`config.mk`:
```
export PLATFORM = sky130hd
export DESIGN_NAME = lut_trigger_unit
export DESIGN_NICKNAME = d
export VERILOG_FILES = /design/src/rtl/lut_trigger_unit.sv
export SDC_FILE = /design/constraint.sdc
export NUM_CORES = 1
export LEC_CHECK = 0
export BUFFER_PORTS_ARGS = -buffer_cell sky130_fd_sc_hd__buf_2
export CORE_ASPECT_RATIO = 0.75
export CORE_UTILIZATION = 45
export DETAILED_ROUTE_END_ITERATION = 16
export GPL_ROUTABILITY_DRIVEN = 0
export MAX_ROUTING_LAYER = met4
export SLEW_MARGIN = 20
export SYNTH_ARGS = -nofsm -noshare
export SYNTH_HDL_FRONTEND = slang
export SYNTH_SLANG_ARGS = --single-unit
export TNS_END_PERCENT = 1
```
`constraint.sdc`:
```
create_clock -name clk -period 4.1 [get_ports clk]
set_input_delay 0 -clock clk [delete_from_list [all_inputs] [get_ports clk]]
set_output_delay 0 -clock clk [all_outputs]
set_load 0.05 [all_outputs]
```
`src/rtl/lut_trigger_unit.sv`:
```
module lut_trigger_unit #(
  parameter int NPROBE = 16
) (
  input  logic              clk,
  input  logic              rst_n,
  input  logic              smp_en,
  input  logic [NPROBE-1:0] probes,
  input  logic              fast_mode,
  input  logic [3:0]        fast_sel,
  input  logic              arm,
  input  logic [15:0]       row_data,
  input  logic              sel_we,
  input  logic [7:0]        sel_val,
  output logic              trig,
  output logic              trig_seen
);
  localparam int NQ = NPROBE / 4;

  logic [15:0] vm_t [NQ];
  logic [15:0] e0_t [NQ];
  logic [15:0] e1_t [NQ];
  logic [15:0] glue_t, sec_t, fin_t;
  logic [7:0]  prev_lo;
  logic        prev0, prev1;
  logic        vm_ok, mon0, mon1;

  wire       commit = sel_we && (sel_val[7:4] == 4'h3);
  wire [3:0] ri     = sel_val[3:0];

  always_ff @(posedge clk or negedge rst_n) begin
    if (!rst_n) begin
      for (int q = 0; q < NQ; q++) begin
        vm_t[q] <= '0;
        e0_t[q] <= '0;
        e1_t[q] <= '0;
      end
      glue_t <= '0;
      sec_t  <= '0;
      fin_t  <= '0;
    end else if (commit) begin
      for (int q = 0; q < NQ; q++) begin
        vm_t[q][ri] <= row_data[q];
        e0_t[q][ri] <= row_data[8+q];
        e1_t[q][ri] <= row_data[12+q];
      end
      glue_t[ri] <= row_data[4];
      sec_t[ri]  <= row_data[5];
      fin_t[ri]  <= row_data[6];
    end
  end

  always_comb begin
    vm_ok = 1'b1;
    mon0  = 1'b1;
    mon1  = 1'b1;
    for (int q = 0; q < NQ; q++) begin
      vm_ok = vm_ok & vm_t[q][probes[4*q +: 4]];
      mon0  = mon0  & e0_t[q][probes[4*q +: 4]];
      mon1  = mon1  & e1_t[q][probes[4*q +: 4]];
    end
  end

  wire [3:0] gidx      = {prev1, mon1, prev0, mon0};
  wire [3:0] fidx      = {vm_ok, glue_t[gidx], sec_t[gidx], 1'b1};
  wire       basic_hit = fin_t[fidx];

  wire pin_now  = probes[fast_sel[2:0]];
  wire pin_prev = prev_lo[fast_sel[2:0]];
  wire fast_hit = fast_sel[3] ? (pin_prev & ~pin_now) : (~pin_prev & pin_now);

  wire fire = smp_en & (fast_mode ? fast_hit : basic_hit);

  always_ff @(posedge clk or negedge rst_n) begin
    if (!rst_n) begin
      prev0     <= 1'b0;
      prev1     <= 1'b0;
      prev_lo   <= '0;
      trig      <= 1'b0;
      trig_seen <= 1'b0;
    end else begin
      if (smp_en) begin
        prev0   <= mon0;
        prev1   <= mon1;
        prev_lo <= probes[7:0];
      end
      trig      <= fire;
      trig_seen <= arm ? 1'b0 : (trig_seen | fire);
    end
  end
endmodule

```
### Word level (Yosys, flattened, before mapping)

Cells that the tools add are included.

| word-level totals | value |
|---|---|
| register bits after elaboration | 252 |
| input bits | 50 |
| output and inout port bits | 2 |
| word-level logic and storage cells | 102 |

| cells by class | value |
|---|---|
| magnitude comparators | 10 |
| equality and inequality tests | 1 |
| mux-type cells | 54 |
| bitwise logic cells | 15 |
| reductions and logical operators | 2 |

Operator list:

| kind | number |
|---|---|
| $bwmux W16 | 15 |
| $bmux W1 S4 | 14 |
| $lt A4 B5 Y1 const B | 7 |
| $mux W1 | 21 |
| $and A1 B1 Y1 | 12 |
| $bmux W1 S3 | 3 |
| $lt A3 B5 Y1 const B | 1 |
| $demux W1 S4 | 1 |
| $eq A4 B2 Y1 const B | 1 |
| $ge A4 B1 Y1 const B | 1 |
| $lt A3 B4 Y1 const B | 1 |
| $logic_and A1 B1 Y1 | 2 |
| $not A1 Y1 | 2 |
| $or A1 B1 Y1 | 1 |

### Depth between registers and ports, before layout

| depth | value |
|---|---|
| depth after elaboration | 13 |
| gate-level depth with buffers | 12 |
| depth with buffers taken out | 10 |

### Worst setup path after synthesis

OpenSTA, ideal clock, no wires.

| path | value |
|---|---|
| kind | register to register |
| from | register e0_t[27] in the netlist's numbering |
| to | register trig_seen |
| setup time | 0.096 ns |
| data arrival time | 2.864 ns |
| data required time | 4.004 ns |
| setup slack | 1.141 ns |
| cell stages (with the launch flop) | 10 |
| buffers on the path | 0 |
| period minus slack after synthesis | 2.959 ns |
| cell sequence | dfrtp_1 mux4_1 mux4_2 and2_4 nand2_8 mux2_4 nor4_4 mux2_4 o2111a_1 o32ai_2 |

| on the way | value |
|---|---|
| cells in the longest elaborated chain, start to end | 12 |
| elaborated cells between the ends (all ways) | 14 |

Ends and longest elaborated chain:

| element | line | RTL |
|---|---|---|
| from (decl) | 20 | `logic [15:0] e0_t [NQ];` |
| from (signal, indexed assignment) | 43 | `e0_t[q][ri] <= row_data[8+q];` |
| $bmux W1 S4 (*) | 58 | `mon0 = mon0 & e0_t[q][probes[4*q +: 4]];` |
| $mux W1 (implied by the code) (*) | 58 |  |
| $and A1 B1 Y1 (*) (2 in a row) | 58 |  |
| $bmux W1 S4 | 64 | `wire [3:0] fidx = {vm_ok, glue_t[gidx], sec_t[gidx], 1'b1};` |
| $mux W1 (implied by the code) | 64 |  |
| $bmux W1 S3 (*) | 65 | `wire basic_hit = fin_t[fidx];` |
| $mux W1 (implied by the code) (*) | 65 |  |
| $mux W1 (*) | 71 | `wire fire = smp_en & (fast_mode ? fast_hit : basic_hit);` |
| $and A1 B1 Y1 (*) | 71 |  |
| $or A1 B1 Y1 (*) | 87 | `trig_seen <= arm ? 1'b0 : (trig_seen \| fire);` |
| $mux W1 (*) | 87 |  |
| to (signal assigned) | 87 |  |
| to (decl) | 15 | `output logic trig_seen` |

Mark *: on every way between the ends. The rest lies on a longest branch, timed or not. The select of a mux whose other input is x is not followed.
A chain may end at the register's enable or synchronous reset.

### Worst setup path in the final report

| path | value |
|---|---|
| from | register e0_t[5] in the netlist's numbering |
| to | register trig_seen |

| on the way | value |
|---|---|
| cells in the longest elaborated chain, start to end | 11 |
| elaborated cells between the ends (all ways) | 13 |

Ends and longest elaborated chain:

| element | line |
|---|---|
| $bmux W1 S4 (*) | 58 |
| $mux W1 (implied by the code) (*) | 58 |
| $and A1 B1 Y1 (*) | 58 |
| $bmux W1 S4 | 64 |
| $mux W1 (implied by the code) | 64 |
| $bmux W1 S3 (*) | 65 |
| $mux W1 (implied by the code) (*) | 65 |
| $mux W1 (*) | 71 |
| $and A1 B1 Y1 (*) | 71 |
| $or A1 B1 Y1 (*) | 87 |
| $mux W1 (*) | 87 |

Marked as above.

==> flow_summary_export.csv <==
group,metric,value,unit
run_status,status,"finished clean",
synth,synth_edf_count,0,
synth,async_flop_share,100,%
timing,fmax,259,MHz
flow_run,drv_cap,0,
routing,wl_met2,12900,um
clock_network,cts_root_buf,"clkbuf_16",
synth,ys_ff_latch,244,
finish,final_area,13100,um2
timing,hold_slack,0.0300,ns
global_routing,grt_pass1_vias,6962,
timing,finalSetupViolations,0,
finish,syn2layout_area_growth,15.4,%
synth,synth_top_area_share,53.9,%
die,rows,49,
synth,yosys.area_share.simple,3.24,%
routing,drc,0,
routing,vias_per_cell,5.67,
synth,yosys.area.top_type,"dfrtp_1",
routing,wl_per_cell,23.6,um
worst_hold_path,hold_path_class,"in -> reg",
clock_network,cts_buffers,25,
placed_design,port-buffer-count,50,
global_routing,grt_max_degree,119,
die,start_util,46.5,%
worst_setup_path,required,4.56,ns
placed_design,dp_hpwl,17000,um
routing,routed_wl,26600,um
synth,synth_top_family_by_area,"multiplexers",
clock_network,htreeDepth,1,
worst_setup_path,cp.arrival,4.32,ns
die,die_area,25800,um2
die,die_w,185,um
pwr,power.total,5.42,mW
synth,syn_area,11300,um2
timing,final_hold_viol_count,0,
clock_network,max-clock-path-buffers,3,
timing,slew_violations,0,
finish,antenna_cells,0,
pwr,leakagePower,6.21,nW
clock_network,worst_skew_pair.late_latency,0.52,ns
synth,synth_area_leaders,"dfrtp_1, mux2_2, mux4_2",
global_routing,gr-usage-all-layers,22.4,%
die,dieHeight,139,um
pwr,powerDensity,415,nW/um2
synth,avgSynthCellArea,16.0,um2
timing,clock_skew,0.00990,ns
timing,setup_tns,0,ns
synth,yosysWarnings,0,
die,core-area,24300,um2
routing,ant_nets,0,
routing,wl_met3,990,um
die,ios,52,
global_routing,grt_first_pass_wirelength,41700,um
worst_setup_path,worst_setup_path_start_kind,"register",
synth,synth_fp_nets,756,
clock_network,cts_tree,"done",
clock_network,path_clk_slew,0.06,ns
synth,seq_area_frac_synth,53.9,%
routing,routed.top_layer,"met4",
synth,synth_fa_ha_area_share,0,%
synth,synth_compound_area_share,1.29,%
timing,rsz0062_at_grt,"false",
routing,drtPass1Iterations,5,
global_routing,antenna_found_initial,1,
pwr,vdd_ir_drop_max,0.000281,V
finish,drive_above_1_share,52.8,%
synth,synth_cells,706,
synth,synth_common_cells,"dfrtp_1, mux2_2, mux4_2",
routing,wl_met1,12200,um
synth,ys.flop_type,"dfrtp_1",
worst_setup_path,critPathMaxFanout,8,
timing,post-route-period-util,94.3,%
synth,yosysMostFrequentCell,"dfrtp_1",
synth,yosysUniqueCellTypes,41,
routing,drt_iter0_markers,352,
worst_setup_path,cp-end-kind,"register",
placed_design,postPlaceCellArea,11900,um2
worst_setup_path,path_class,"reg -> reg",
timing,tightest_slew,1.03,ns
synth,synth_xor_area_share,0,%
finish,post-route-util,53.7,%
finish,nets,825,
clock_network,cts_sinks,244,
clock_network,postCtsSetupRepairBufs,0,
global_routing,overflow,0,
routing,num_vias,6372,
timing,max-slew-margin-rel,31.1,%
synth,synthMuxAreaShare,39.1,%
timing,min_period,3.87,ns
clock_network,cts_resized,0,
## flip-flops by register name, indices dropped and copies added, names as in the netlist
register,cells
vm_t,64
prev_lo,8
e0_t,64
trig,1
fin_t,8
trig_seen,1
sec_t,16
prev0,1
prev1,1
e1_t,64
glue_t,16
## where the power goes
group	internal [mW]	switching, mW
Combinational	0.217	0.205
Sequential	2.53	0.0565
Clock	1.49	0.930
## stage by stage
step	setup WS [ns]	std cells
floorplan	1.14	706
global placement	0.667	1052
detailed placement	0.648	1052
CTS	0.238	1124
global route	0.0475	1124
finish	0.232	1124
## critical path, cell delays in order (launching register included)
cell,delay [ns]
dfrtp_1,0.38
mux4_2,0.46
nor2b_1,0.14
a211oi_1,0.51
nor4_4,0.15
nand2_8,0.15
mux2_4,0.32
nor4_4,0.36
mux2_4,0.33
o2111a_1,0.17
o32ai_2,0.25
dlygate4sd3_1,0.57
## final cells by class
| cell class | count | area (um2) |
|---|---|---|
| fillers | 1968 | 11300 |
| flip-flops and latches | 244 | 6110 |
| multi-input cells | 406 | 4980 |
| clock buffers | 39 | 778 |
| repair buffers | 93 | 663 |
| well taps | 331 | 414 |
| clock inverters | 6 | 109 |
| inverters | 5 | 18.8 |
## path summary, 6_finish.rpt
path / start / end / slack [ns] / depth (start not counted)
worst max-delay path: e0_t[5]$_DFFE_PN0P_ / trig_seen$_DFF_PN0_ / 0.23 / 11
worst min-delay path: probes[1] / prev_lo[1]$_DFFE_PN0P_ / 0.03 / 2
worst max register to register: e0_t[5]$_DFFE_PN0P_ / trig_seen$_DFF_PN0_ / 0.23 / 11
worst min register to register: vm_t[24]$_DFFE_PN0P_ / vm_t[24]$_DFFE_PN0P_ / 0.50 / 1
max in group asynchronous: rst_n / vm_t[12]$_DFFE_PN0P_ / 2.89 / 3
min in group asynchronous: rst_n / vm_t[54]$_DFFE_PN0P_ / 0.14 / 2
## metal layers
metal / vias to the layer above / GRT usage (%)
met3: 42 / 2.96
li1: 2787 / -
met2: 116 / 35.7
met1: 3427 / 31.0
met4: 0 / 4.13
met5: - / -
## kinds of logic after synthesis
kind of cell	after synthesis
compound gates	16
buf+inv	56
simple gates	61
mux	329
flops	244
## placed cells by master, fill, tap and decap left out, types with 4 or more instances in the layout
master / instances
buf_4: 15
nand2_1: 12
dfrtp_1: 244
nor2_2: 7
mux2_2: 241
buf_2: 49
nand2b_1: 5
mux4_2: 50
dlygate4sd3_1: 27
inv_1: 5
mux2i_1: 24
clkbuf_8: 10
mux4_1: 12
nor2_1: 6
nand3_1: 5
clkbuf_1: 4
clkbuf_16: 25
## what timing repair did
action	4_1_cts	5_1_grt
hold buffers	27	0
hold endpoints to repair	360	0
setup endpoints to repair	0	0
Note: power is estimated with default switching activity, not from simulation.
